File: config.mk
export PLATFORM = sky130hd
export DESIGN_NAME = pipe_pwr_ctrl
export DESIGN_NICKNAME = d
export VERILOG_FILES = /design/src/rtl/pipe_pwr_pkg.sv /design/src/rtl/pipe_pwr_lat.sv /design/src/rtl/pipe_pwr_seq.sv /design/src/rtl/pipe_tx_gate.sv /design/src/rtl/pipe_pwr_ctrl.sv
export SDC_FILE = /design/constraint.sdc
export NUM_CORES = 1
export LEC_CHECK = 0
export ABC_AREA = 1
export BUFFER_PORTS_ARGS = -buffer_cell sky130_fd_sc_hd__clkbuf_2
export CORE_UTILIZATION = 45
export CTS_CLUSTER_SIZE = 8
export DETAILED_ROUTE_END_ITERATION = 12
export GPL_TIMING_DRIVEN = 0
export PLACE_DENSITY = 0.74
export SETUP_SLACK_MARGIN = 0.15
export SKIP_LAST_GASP = 1
export SYNTH_ARGS = -nofsm -noshare
export SYNTH_HDL_FRONTEND = slang
export SYNTH_HIERARCHICAL = 1
export SYNTH_SLANG_ARGS = --single-unit
File: constraint.sdc
create_clock -name clk_i -period 1.85 [get_ports clk_i]
set_input_delay 0.185 -clock clk_i [delete_from_list [all_inputs] [get_ports clk_i]]
set_output_delay 0.185 -clock clk_i [all_outputs]
set_load 0.02 [all_outputs]
File: src/rtl/pipe_pwr_pkg.sv
package pipe_pwr_pkg;
  typedef enum logic [1:0] {
    PS_P0 = 2'b00,
    PS_P1 = 2'b01,
    PS_P2 = 2'b10,
    PS_P3 = 2'b11
  } pwr_e;

  typedef enum logic [1:0] {
    M_BOOT,
    M_IDLE,
    M_PWR,
    M_DET
  } mode_e;

  localparam logic [2:0] RXS_NONE = 3'b000;
  localparam logic [2:0] RXS_DET  = 3'b011;
endpackage

File: src/rtl/pipe_pwr_lat.sv
module pipe_pwr_lat
  import pipe_pwr_pkg::*;
#(
  parameter int unsigned CW      = 8,
  parameter int unsigned LAT_P0  = 8,
  parameter int unsigned LAT_P1  = 16,
  parameter int unsigned LAT_P2  = 32,
  parameter int unsigned LAT_P3  = 48,
  parameter int unsigned LAT_P3X = 200
) (
  input  pwr_e          cur_i,
  input  pwr_e          tgt_i,
  output logic [CW-1:0] lat_o
);
  always_comb begin
    if (cur_i == PS_P3) lat_o = CW'(LAT_P3X);
    else begin
      unique case (tgt_i)
        PS_P0:   lat_o = CW'(LAT_P0);
        PS_P1:   lat_o = CW'(LAT_P1);
        PS_P2:   lat_o = CW'(LAT_P2);
        default: lat_o = CW'(LAT_P3);
      endcase
    end
  end
endmodule

File: src/rtl/pipe_pwr_seq.sv
module pipe_pwr_seq
  import pipe_pwr_pkg::*;
#(
  parameter int unsigned CW       = 8,
  parameter int unsigned BOOT_CYC = 64,
  parameter int unsigned DET_CYC  = 40
) (
  input  logic          clk_i,
  input  logic          rst_ni,
  input  pwr_e          req_i,
  input  logic          det_req_i,
  input  logic [CW-1:0] lat_i,
  input  logic          far_rx_i,
  output pwr_e          state_o,
  output logic          phy_stat_o,
  output logic [2:0]    rx_stat_o
);
  mode_e         mode_q;
  pwr_e          tgt_q;
  logic [CW-1:0] cnt_q;
  logic          last_w;

  assign last_w = (cnt_q == CW'(1));

  always_ff @(posedge clk_i or negedge rst_ni) begin
    if (!rst_ni) begin
      mode_q     <= M_BOOT;
      cnt_q      <= CW'(BOOT_CYC);
      state_o    <= PS_P2;
      tgt_q      <= PS_P2;
      phy_stat_o <= 1'b1;
      rx_stat_o  <= RXS_NONE;
    end else begin
      unique case (mode_q)
        M_BOOT: begin
          if (last_w) begin
            mode_q     <= M_IDLE;
            phy_stat_o <= 1'b0;
          end else cnt_q <= cnt_q - CW'(1);
        end
        M_IDLE: begin
          phy_stat_o <= 1'b0;
          rx_stat_o  <= RXS_NONE;
          // power change outranks detection
          if (req_i != state_o) begin
            mode_q <= M_PWR;
            tgt_q  <= req_i;
            cnt_q  <= lat_i;
          end else if (det_req_i && state_o == PS_P1) begin
            mode_q <= M_DET;
            cnt_q  <= CW'(DET_CYC);
          end
        end
        M_PWR: begin
          if (last_w) begin
            state_o    <= tgt_q;
            phy_stat_o <= 1'b1;
            mode_q     <= M_IDLE;
          end else cnt_q <= cnt_q - CW'(1);
        end
        default: begin
          if (last_w) begin
            phy_stat_o <= 1'b1;
            rx_stat_o  <= far_rx_i ? RXS_DET : RXS_NONE;
            mode_q     <= M_IDLE;
          end else cnt_q <= cnt_q - CW'(1);
        end
      endcase
    end
  end

  p_boot_r1: assert property (@(posedge clk_i) disable iff (!rst_ni)
    (mode_q == M_BOOT) |-> (phy_stat_o && state_o == PS_P2));
  p_move_with_stat_r2: assert property (@(posedge clk_i) disable iff (!rst_ni)
    !$stable(state_o) |-> phy_stat_o);
  p_one_cycle_r4: assert property (@(posedge clk_i) disable iff (!rst_ni)
    (phy_stat_o && mode_q != M_BOOT) |=> !phy_stat_o);
  p_det_in_p1_r6: assert property (@(posedge clk_i) disable iff (!rst_ni)
    (mode_q == M_DET) |-> (state_o == PS_P1));
  p_rx_code_r7: assert property (@(posedge clk_i) disable iff (!rst_ni)
    (rx_stat_o != RXS_NONE) |-> (phy_stat_o && rx_stat_o == RXS_DET));
endmodule

File: src/rtl/pipe_tx_gate.sv
module pipe_tx_gate
  import pipe_pwr_pkg::*;
(
  input  logic clk_i,
  input  logic rst_ni,
  input  pwr_e state_i,
  input  logic tx_idle_i,
  input  logic det_lpbk_i,
  output logic tx_idle_o,
  output logic lpbk_o
);
  assign tx_idle_o = (state_i != PS_P0) | tx_idle_i;
  assign lpbk_o    = (state_i == PS_P0) & det_lpbk_i & ~tx_idle_i;

  p_idle_low_pwr_r10: assert property (@(posedge clk_i) disable iff (!rst_ni)
    (state_i != PS_P0) |-> tx_idle_o);
  p_lpbk_p0_r11: assert property (@(posedge clk_i) disable iff (!rst_ni)
    lpbk_o |-> (state_i == PS_P0 && !tx_idle_o));
endmodule

File: src/rtl/pipe_pwr_ctrl.sv
module pipe_pwr_ctrl
  import pipe_pwr_pkg::*;
#(
  parameter int unsigned BOOT_CYC = 64,
  parameter int unsigned DET_CYC  = 40,
  parameter int unsigned LAT_P0   = 8,
  parameter int unsigned LAT_P1   = 16,
  parameter int unsigned LAT_P2   = 32,
  parameter int unsigned LAT_P3   = 48,
  parameter int unsigned LAT_P3X  = 200
) (
  input  logic       clk_i,
  input  logic       rst_ni,
  input  logic [1:0] pwr_req_i,
  input  logic       det_lpbk_i,
  input  logic       tx_idle_i,
  input  logic       far_rx_i,
  output logic [1:0] pwr_state_o,
  output logic       phy_stat_o,
  output logic [2:0] rx_stat_o,
  output logic       tx_idle_o,
  output logic       lpbk_o
);
  localparam int unsigned M01 = (LAT_P0 > LAT_P1) ? LAT_P0 : LAT_P1;
  localparam int unsigned M23 = (LAT_P2 > LAT_P3) ? LAT_P2 : LAT_P3;
  localparam int unsigned MLA = (M01 > M23) ? M01 : M23;
  localparam int unsigned MLB = (MLA > LAT_P3X) ? MLA : LAT_P3X;
  localparam int unsigned MBD = (BOOT_CYC > DET_CYC) ? BOOT_CYC : DET_CYC;
  localparam int unsigned MAXC = (MLB > MBD) ? MLB : MBD;
  localparam int unsigned CW = $clog2(MAXC + 1);

  pwr_e          req_w, state_w;
  logic [CW-1:0] lat_w;

  assign req_w       = pwr_e'(pwr_req_i);
  assign pwr_state_o = state_w;

  pipe_pwr_lat #(
    .CW(CW), .LAT_P0(LAT_P0), .LAT_P1(LAT_P1), .LAT_P2(LAT_P2),
    .LAT_P3(LAT_P3), .LAT_P3X(LAT_P3X)
  ) u_lat (
    .cur_i(state_w), .tgt_i(req_w), .lat_o(lat_w)
  );

  pipe_pwr_seq #(.CW(CW), .BOOT_CYC(BOOT_CYC), .DET_CYC(DET_CYC)) u_seq (
    .clk_i(clk_i), .rst_ni(rst_ni), .req_i(req_w),
    .det_req_i(det_lpbk_i & tx_idle_i), .lat_i(lat_w), .far_rx_i(far_rx_i),
    .state_o(state_w), .phy_stat_o(phy_stat_o), .rx_stat_o(rx_stat_o)
  );

  pipe_tx_gate u_tx (
    .clk_i(clk_i), .rst_ni(rst_ni), .state_i(state_w), .tx_idle_i(tx_idle_i),
    .det_lpbk_i(det_lpbk_i), .tx_idle_o(tx_idle_o), .lpbk_o(lpbk_o)
  );
endmodule

==> results of run 1 <==
synthesized netlist by cell type:
cell	n	area, um2
nand3_1	20	100
inv_6	1	8.76
a21oi_1	3	15.0
dfrtp_1	12	300
nor2_1	10	37.5
or2_2	1	6.26
conb_1	2	7.51
nor2_2	4	25.0
xnor2_2	1	16.3
inv_2	2	7.51
a21oi_4	1	16.3
nand3b_1	1	7.51
nand2_4	3	33.8
nand3_2	1	10.0
dfstp_2	4	105
ha_1	2	25.0
nor2_8	1	20.0
inv_1	20	75.1
nor2_4	1	11.3
nand2_1	57	214
buf_4	6	45.0
xor2_1	1	8.76
nand2_2	1	6.26
o21ai_1	3	15.0
nand4_4	1	21.3
o21ai_0	3	15.0
a31o_2	1	8.76
logic make-up after synthesis:
family | Yosys count | share of synthesized area (%)
buffers and inverters | 29 | 11.7
DFF | 16 | 34.9
and+or+nand+nor | 101 | 42.4
other | 2 | 0.646
xor gates and xnor gates | 2 | 2.15
adders and majority gates | 2 | 2.15
AOI/OAI and AO/OA | 11 | 6.03
metrics by stage:
step	utilization, %	power (mW)
floorplan	-	0.389
global placement	51.8	0.408
detailed placement	51.8	0.410
CTS	53.7	0.654
global route	53.7	0.675
finish	53.7	0.645
cell usage in the layout (no fill, tap or decap), types with 2 or more instances in the layout:
cell type / netlist / routed
dfrtp_1: 12 / 12
nand2_1: 57 / 57
buf_4: 6 / 6
conb_1: 2 / 4
dfstp_2: 4 / 4
a21oi_1: 3 / 3
o21ai_0: 3 / 3
nand2_4: 3 / 3
o21ai_1: 3 / 3
inv_2: 2 / 2
nand3_1: 20 / 20
nor2_2: 4 / 4
clkbuf_4: 0 / 3
inv_1: 20 / 20
nor2_1: 10 / 10
clkbuf_2: 0 / 13
ha_1: 2 / 2
per-layer routing:
metal	share of wire, %	track usage, %
met5	0	0
met4	1.6	9.21
met3	2.1	1.74
met2	51	35.9
met1	46	22.1
worst paths after layout:
path	start	to	slack (ns)	depth (start not counted)
worst max register to register	u_seq/state_o[1]	u_seq/cnt_q[5]	0.35	7
max in group asynchronous	rst_ni	u_seq/phy_stat_o	1.19	2
worst min register to register	u_seq/tgt_q[1]	u_seq/tgt_q[1]	0.48	2
min in group asynchronous	rst_ni	u_seq/cnt_q[7]	0.33	2
worst max-delay path	u_seq/state_o[1]	u_seq/cnt_q[5]	0.35	7
worst min-delay path	far_rx_i	u_seq/rx_stat_o[0]	0.11	3
power groups by stage:
stage | sequential, mW | clock [mW] | combinational, mW
global route | 0.355 | 0.263 | 0.0569
global placement | 0.361 | 0 | 0.0472
CTS | 0.354 | 0.248 | 0.0509
floorplan | 0.360 | 0 | 0.0290
finish | 0.354 | 0.241 | 0.0503
detailed placement | 0.361 | 0 | 0.0492
flip-flops by register name (all words and copies together), names as in the netlist:
register	flops
u_seq/cnt_q	8
u_seq/mode_q	2
u_seq/state_o	2
u_seq/tgt_q	2
u_seq/phy_stat_o	1
u_seq/rx_stat_o	1
area by class of cell:
type | instances | area [um2]
fill | 257 | 1140
multi-input combinational | 120 | 628
sequential | 16 | 405
inverter | 23 | 91.3
timing repair buffer | 14 | 75.1
buffer | 6 | 45.0
tap | 30 | 37.5
clock buffer | 4 | 36.3
critical path: stages (launching register included):
cell and delay (ns):
dfstp_2 0.64, inv_1 0.07, nand2_1 0.06, nand2_1 0.12
a21oi_4 0.28, nand2_1 0.09, nand3_1 0.09, nand2_1 0.05
==> results.tsv, run 1 <==
stage	metric	value	unit
status	status	finished clean	
die	Initial Util	47.3	%
cts	PostCTS Resize Cnt	0	
grt	initial antenna violation count	0	
timing	post-route setup TNS	0	ns
logic_synthesis	Mapped Cells	163	
routing	total wire length	2400	um
finish	Antenna Cells	0	
grt	GR Util All Layers	19.5	%
timing	Worst Skew	0.00380	ns
place	number of I/O port buffers	13	
grt	global-route wire length before repair	3940	um
pwr	switch share	23.6	%
grt	number of global-route vias before repair	969	
pwr	PwrDens	489	nW/um2
pwr	Seq pwr share	54.9	%
logic_synthesis	sequential share of the synthesized area	34.9	%
timing	minimum clock period	1.50	ns
routing	routed vias	1040	
pwr	Leak	0.746	nW
setup_path	CP Capture Type	register	
logic_synthesis	Mean Syn Cell Area	7.13	um2
die	# IOs	15	
routing	DRC	0	
timing	FMAX	666	MHz
finish	fraction of layout cells with a size suffix above 1	25.1	%
die	die footprint	2790	um2
grt	pin count of the biggest net entering global routing	17	
setup_path	Required @ worst endpoint	2.05	ns
logic_synthesis	synthesized area	1160	um2
logic_synthesis	count of cell types in the netlist	27	
cts	CTS tree	built	
routing	Vias/cell	4.88	
timing	endpoints failing setup	0	
finish	design area	1320	um2
timing	Final Worst Setup Slack	0.348	ns
place	Placed Cells	208	
timing	period utilisation layout	81.2	%
routing	ANT nets after route	0	
die	die height	52.8	um
min_path	hold crit path type	in -> reg	
finish	fin nets	193	
pwr	Int Pwr	493	uW
cts	clock latency at the later pin of the worst-skew pair	0.30	ns
pwr	VDD IR-drop max	0.000263	V
cts	Clock Sinks	16	
routing	DR WL/cell	11.2	um
cts	H-tree depth	1	
die	Site Rows	18	
setup_path	Crit Path Max Fanout	8	
setup_path	WS Path Type	reg -> reg	
place	GP Congestion	0.800	
setup_path	CP Launch Type	register	
cts	CTS Root Cell	clkbuf_4	
finish	Final Non-Filler Cells	213	
job	max_cap viols	0	
pwr	Net Sw Power	152	uW
grt	Remaining Overflow, GRT	0	
cts	hold_buf cts	1	
place	Placed Area	1270	um2
cts	CTS Buf Count	3	
cts	Setup Fix Bufs, Post-CTS	0	
routing	initial DRC count	13	
pwr	clock network fraction of total power	37.3	%
timing	Max Slew Vio Count	0	
timing	final hold slack	0.108	ns
timing	RSZ-0062 raised after global routing	no	
place	worst slack, placed	0.376	ns
die	Die Wd	52.8	um
die	core area	2450	um2
logic_synthesis	post-synthesis register bit count	16	
logic_synthesis	YS warnings	6	
place	DP HPWL	1760	um
pwr	combinational cell fraction of total power	7.8	%
routing	drt first pass iters	5	
finish	Area Growth Syn to Fin	13.5	%
cts	Worst-path clk slew	0.10	ns
timing	Final Hold Fails	0	
cts	Max Buffers Root-to-Sink	2	
setup_path	critical path data arrival time	1.70	ns
No activity file was read; power rests on OpenSTA's default activity.
==> run 2: changes to the inputs <==
- PLACE_DENSITY: 0.74 -> 0.76
- clock period: 1.85 -> 1.2 ns (I/O delays scaled with it)
==> run 2 against run 1 <==
  * The flow now finishes with violations (negative setup slack)
  * Total power grew 48%
  * Count of clock-buffer cells in the layout is the same
  * Critical path depth is the same
  * Cell count grew 11%
  * Non-clock buffer count grew 21
  * Sequential share of layout area shrank 6.8 points
  * Largest power group unchanged
  * Highest routed layer unchanged
==> results.tsv, run 2 (synthesized netlist as in run 1, its figures left out) <==
stage	metric	value	unit	change
grt	met1 GRT Util	27.8	%	was 22.1%
grt	global-route wire length before repair	4930	um	was 3940 um
finish	fraction of layout cells with a size suffix above 1	49.5	%	was 25.1%
routing	ANT nets after route	0		unchanged
place	number of I/O port buffers	13		unchanged
setup_path	Required @ worst endpoint	1.39	ns	was 2.05 ns
place	Placed Cells	208		unchanged
cts	Clock Sinks	16		unchanged
pwr	switch share	24.7	%	was 23.6%
finish	Fill cells	155		was 257
pwr	Net Sw Power	236	uW	was 152 uW
grt	initial antenna violation count	0		unchanged
pwr	Leak	0.885	nW	was 0.746 nW
routing	initial DRC count	81		was 13
finish	area of the multi-input gates	797	um2	was 628 um2
die	Initial Util	47.3	%	unchanged
pwr	Seq pwr share	57.2	%	was 54.9%
setup_path	CP Capture Type	register		unchanged
finish	most frequent cells in the layout	nand2_1 (40), buf_4 (20), nand3_1 (18), inv_1 (17), nand2_2 (17)		was nand2_1 (57), inv_1 (20), nand3_1 (20), clkbuf_2 (13), dfrtp_1 (12)
setup_path	Crit path largest cell delay	0.51	ns	was 0.64 ns
place	DP HPWL	1860	um	was 1760 um
finish	Antenna Cells	0		unchanged
timing	endpoints failing setup	19		was 0
pwr	Tot Pwr	957	uW	was 645 uW
setup_path	WS Path Type	reg -> reg		unchanged
job	max_cap viols	0		unchanged
timing	Final Hold Fails	0		unchanged
grt	number of global-route vias before repair	1103		was 969
pwr	clock network fraction of total power	31.2	%	was 37.3%
routing	DRC	0		unchanged
finish	Final Non-Filler Cells	236		was 213
setup_path	Top delay family on crit path	flip-flops		unchanged
setup_path	slowest stage cell, crit path	dfrtp_2		was dfstp_2
grt	busiest grt layer	met2		unchanged
routing	DR WL/cell	15.5	um	was 11.2 um
timing	FMAX	711	MHz	was 666 MHz
setup_path	CP Launch Type	register		unchanged
die	die height	52.8	um	unchanged
pwr	Int Pwr	720	uW	was 493 uW
routing	total wire length	3660	um	was 2400 um
cts	H-tree depth	1		unchanged
die	core area	2450	um2	unchanged
timing	Worst Skew	0.0117	ns	was 0.00380 ns
cts	Worst-path clk slew	0.10	ns	about the same
routing	routed vias	1313		was 1040
cts	CTS tree	built		unchanged
timing	post-route setup TNS	-2.98	ns	was 0 ns
die	# IOs	15		unchanged
grt	met3 usage	3.48	%	was 1.74%
pwr	PwrDens	556	nW/um2	was 489 nW/um2
cts	CTS Buf Count	3		unchanged
timing	Max Slew Vio Count	0		unchanged
grt	pin count of the biggest net entering global routing	17		unchanged
finish	max reg flops	8		unchanged
min_path	hold crit path type	in -> reg		unchanged
finish	Sequential Area	412	um2	was 405 um2
grt	GR Util All Layers	24.7	%	was 19.5%
cts	Max Buffers Root-to-Sink	2		unchanged
status	status	finished with violations		was finished clean
setup_path	Worst R2R Setup Slack	-0.21	ns	was 0.35 ns
timing	Final Worst Setup Slack	-0.206	ns	was 0.348 ns
setup_path	cells along the critical path	xnor2_4 > buf_6 > a21oi_4 > buf_6 > inv_4 > nand2_2 > nand2_2		was inv_1 > nand2_1 > nand2_1 > a21oi_4 > nand2_1 > nand3_1 > nand2_1
timing	RSZ-0062 raised after global routing	yes		was no
grt	Remaining Overflow, GRT	0		unchanged
routing	Vias/cell	5.56		was 4.88
place	GP Congestion	0.860		was 0.800
pwr	combinational cell fraction of total power	11.6	%	was 7.8%
die	Site Rows	18		unchanged
routing	drt first pass iters	5		unchanged
setup_path	critical path data arrival time	1.59	ns	was 1.70 ns
timing	minimum clock period	1.41	ns	was 1.50 ns
finish	most common cell after layout, fill and taps aside	nand2_1		unchanged
setup_path	Crit path buffers/inverters	3		was 1
die	Die Wd	52.8	um	unchanged
status	failing checks	negative setup slack		
die	die footprint	2790	um2	unchanged
cts	CTS Root Cell	clkbuf_4		unchanged
timing	period utilisation layout	117	%	was 81.2%
finish	fin nets	216		was 193
cts	clock latency at the later pin of the worst-skew pair	0.28	ns	was 0.30 ns
finish	Area Growth Syn to Fin	48.1	%	was 13.5%
grt	met2 usage	45.4	%	was 35.9%
finish	most flop-heavy register	u_seq/cnt_q		unchanged
setup_path	Crit Path Max Fanout	6		was 8
pwr	VDD IR-drop max	0.000396	V	was 0.000263 V
## run 2: cell count changes in the layout (fill, tap and decap cells not counted), moves of 5 or more
cell / before / now
buf_4: 6 / 20
buf_6: 0 / 9
clkbuf_2: 13 / 7
dfrtp_1: 12 / 7
dfrtp_2: 0 / 5
nand2_1: 57 / 40
nand2_2: 1 / 17
## run 2: per-stage QoR
step	hold WS (ns)	area, um2	setup slack [ns]	utilization (%)
floorplan	-0.176	1200	-0.144	-
global placement	0.0524	1300	-0.184	53.0
detailed placement	0.0608	1300	-0.251	53.0
CTS	0.0713	1590	-0.148	64.6
global route	0.0497	1720	-0.260	70.1
finish	0.0572	1720	-0.206	70.1
## run 2: worst paths after layout
kind	depth (start not counted)	endpoint	start
min in group asynchronous	2	u_seq/mode_q[1]	rst_ni
setup / recovery	7	u_seq/tgt_q[0]	u_seq/state_o[0]
hold / removal	3	u_seq/rx_stat_o[0]	far_rx_i
max in group asynchronous	2	u_seq/cnt_q[6]	rst_ni
setup reg to reg	7	u_seq/tgt_q[0]	u_seq/state_o[0]
hold reg to reg	2	u_seq/tgt_q[1]	u_seq/tgt_q[1]
## run 2: repair_timing
action,CTS,global route
gates resized for setup,30,32
gates cloned,1,1
pin swaps,16,15
setup buffers,16,5
setup endpoints to repair,22,22
hold buffers,1,0
hold endpoints to repair,12,0
## run 2: per-layer routing
metal,part of all wire [%],vias up
met3,7.1,21
li1,-,590
met4,4.8,0
met2,54,85
met1,34,617
met5,0,-
## run 2: cell type report
type | count | share of cell area [%]
multi-input cells | 122 | 46.3
flip-flops and latches | 16 | 23.9
repair buffers | 35 | 17.8
inverters | 23 | 5.45
plain buffers | 6 | 2.83
well taps | 30 | 2.18
clock buffers | 4 | 1.53
## run 2: tightest hold or removal path, cell delays in order
cell,delay (ns)
clkbuf_2,0.09
nand3_2,0.06
nand2_1,0.05
## run 2: power groups by stage
stage                     sequential (mW)  combinational [mW]  clock, mW
after floorplan                     0.556              0.0472          0
after global placement              0.556              0.0751          0
after detailed placement            0.556              0.0772          0
after CTS                           0.546              0.0978      0.307
after global routing                0.548               0.118      0.338
final                               0.547               0.111      0.299
==> run 3: changes to the inputs <==
==> constraint.sdc (replaced) <==
create_clock -name clk_i -period 1.2 [get_ports clk_i]
set_input_delay 0.18 -clock clk_i [delete_from_list [all_inputs] [get_ports clk_i]]
set_output_delay 0.18 -clock clk_i [all_outputs]
set_load 0.02 [all_outputs]
==> run 3 against run 2 <==
  * The run still ends with negative setup slack left
  * Critical endpoint is now u_seq/cnt_q[2]
  * Sequential power barely moved
  * Wire length fell by 3.2%
  * Sequential share of layout area rose by 0.37 points
==> results.tsv, run 3 (synthesized netlist as in run 1, its figures left out) <==
stage	metric	value	unit	change
die	Site Rows	18		unchanged
finish	fraction of layout cells with a size suffix above 1	46.6	%	was 49.5%
die	Die Wd	52.8	um	unchanged
timing	Final Hold Fails	0		unchanged
place	DP HPWL	1930	um	was 1860 um
routing	drt first pass iters	4		was 5
setup_path	Worst R2R Start	u_seq/state_o[1]		was u_seq/state_o[0]
min_path	hold-critical path depth	3		unchanged
routing	initial DRC count	47		was 81
grt	Remaining Overflow, GRT	0		unchanged
finish	most common cell after layout, fill and taps aside	nand2_1		unchanged
setup_path	r2r endpoint	u_seq/cnt_q[2]		was u_seq/tgt_q[0]
die	core area	2450	um2	unchanged
pwr	VDD IR-drop max	0.000521	V	was 0.000396 V
finish	max reg flops	8		unchanged
routing	Vias/cell	5.36		was 5.56
grt	number of global-route vias before repair	1143		was 1103
setup_path	Crit path largest cell delay	0.62	ns	was 0.51 ns
setup_path	Register-to-Register Path Depth	7		unchanged
cts	clock latency at the later pin of the worst-skew pair	0.29	ns	was 0.28 ns
die	# IOs	15		unchanged
setup_path	Top delay family on crit path	simple AND/OR/NAND/NOR gates		was flip-flops
status	status	finished with violations		unchanged
cts	CTS Root Cell	clkbuf_4		unchanged
pwr	Leak	0.877	nW	was 0.885 nW
routing	ANT nets after route	0		unchanged
cts	H-tree depth	1		unchanged
pwr	PwrDens	574	nW/um2	was 556 nW/um2
setup_path	slowest stage cell, crit path	dfstp_2		was dfrtp_2
finish	Antenna Cells	0		unchanged
setup_path	Crit path buffers/inverters	0		was 3
finish	Area Growth Syn to Fin	45.4	%	was 48.1%
min_path	Hold Path End	u_seq/rx_stat_o[0]		unchanged
place	number of I/O port buffers	13		unchanged
timing	period utilisation layout	119	%	was 117%
min_path	hold crit path type	in -> reg		unchanged
die	Initial Util	47.3	%	unchanged
status	failing checks	negative setup slack		unchanged
timing	RSZ-0062 raised after global routing	yes		unchanged
setup_path	CP Capture Type	register		unchanged
min_path	HP Start	far_rx_i		unchanged
die	die height	52.8	um	unchanged
setup_path	critical path data arrival time	1.62	ns	was 1.59 ns
cts	Max Buffers Root-to-Sink	2		unchanged
routing	total wire length	3540	um	was 3660 um
cts	Clock Sinks	16		unchanged
cts	Worst-path clk slew	0.11	ns	was 0.10 ns
grt	GR Util All Layers	25.5	%	was 24.7%
routing	DRC	0		unchanged
place	GP Congestion	0.859		was 0.860
finish	most flop-heavy register	u_seq/cnt_q		unchanged
timing	Max Slew Vio Count	0		unchanged
finish	fin nets	214		was 216
die	die footprint	2790	um2	unchanged
grt	initial antenna violation count	0		unchanged
setup_path	critical path's most frequent cell	nand2_2		
setup_path	Crit Path Max Fanout	8		was 6
finish	Final Non-Filler Cells	234		was 236
timing	endpoints failing setup	20		was 19
setup_path	Required @ worst endpoint	1.39	ns	about the same
timing	FMAX	702	MHz	was 711 MHz
setup_path	cells along the critical path	nand2_2 > nand2_4 > nand3_4 > nand2_8 > nand2_8 > nand2_2 > nand2_2		was xnor2_4 > buf_6 > a21oi_4 > buf_6 > inv_4 > nand2_2 > nand2_2
grt	pin count of the biggest net entering global routing	17		unchanged
cts	CTS Buf Count	3		unchanged
setup_path	CP Launch Type	register		unchanged
setup_path	Worst R2R Setup Slack	-0.23	ns	was -0.21 ns
finish	most frequent cells in the layout	nand2_1 (42), buf_4 (21), nand3_1 (18), inv_1 (17), nand2_2 (15)		was nand2_1 (40), buf_4 (20), nand3_1 (18), inv_1 (17), nand2_2 (17)
setup_path	WS Path Type	reg -> reg		unchanged
place	Placed Cells	208		unchanged
timing	minimum clock period	1.43	ns	was 1.41 ns
routing	routed vias	1254		was 1313
grt	global-route wire length before repair	5080	um	was 4930 um
job	max_cap viols	0		unchanged
timing	Final Worst Setup Slack	-0.226	ns	was -0.206 ns
timing	Worst Skew	0.00978	ns	was 0.0117 ns
finish	Fill cells	177		was 155
cts	CTS tree	built		unchanged
routing	DR WL/cell	15.1	um	was 15.5 um
place	worst slack, placed	-0.264	ns	was -0.251 ns
-- run 3: cell types whose count changed in the layout (fill, tap and decap cells not counted), sizes merged --
cell / previous run / this run
buf: 32 / 33
nand2: 63 / 62
clkbuf: 12 / 10
-- run 3: worst reg2reg max path, delay by kind of cell (launching register included) --
kind          cells  cell delay (ns)
flops             1             0.62
simple gates      7             0.70
-- run 3: cell type report --
cell class	count	area (um2)	share of cell area, %
repair buffers	34	289	17.1
flip-flops and latches	16	410	24.3
clock buffers	4	26.3	1.55
inverters	23	93.8	5.55
plain buffers	6	48.8	2.89
well taps	30	37.5	2.22
multi-input cells	121	785	46.4
-- run 3: what timing repair did --
item / in CTS / in global routing
setup buffers: 15 / 5
hold endpoints to repair: 12 / 0
gates cloned: 1 / 0
hold buffers: 1 / 0
pin swaps: 11 / 11
resized for setup: 25 / 31
setup endpoints to repair: 22 / 23
-- run 3: stage by stage --
step	hold slack (ns)	area [um2]	utilization (%)	TNS [ns]	power (mW)
after floorplan	-0.116	1200	-	-1.25	0.603
after global placement	0.112	1300	53.0	-1.69	0.631
after detailed placement	0.119	1300	53.0	-2.41	0.633
after CTS	0.122	1560	63.7	-2.43	0.958
final	0.123	1690	68.9	-3.24	0.970
after global routing	0.131	1690	68.9	-4.17	1.02
-- run 3: worst max-delay path by stage --
stage               slack, ns              from        endpoint  cells past startpoint
floorplan               -0.14  u_seq/state_o[1]  u_seq/cnt_q[5]                      7
global placement        -0.18  u_seq/state_o[1]  u_seq/cnt_q[4]                      7
detailed placement      -0.26  u_seq/state_o[1]  u_seq/cnt_q[5]                      7
CTS                     -0.19  u_seq/state_o[0]          lpbk_o                      4
global route            -0.29  u_seq/state_o[1]  u_seq/cnt_q[2]                      7
finish                  -0.23  u_seq/state_o[1]  u_seq/cnt_q[2]                      7
-- run 3: per-layer routing --
layer	GRT usage [%]	part of all wire, %
met4	11.8	3.4
met3	4.35	4.2
met2	44.9	55
met1	29.4	38
met5	0	0
-- run 3: where the power goes --
part	internal (mW)	leakage [nW]	total [mW]	switching, mW
Sequential	0.544	0.167	0.546	0.00220
Clock	0.129	0.0150	0.314	0.185
Combinational	0.0453	0.695	0.110	0.0643
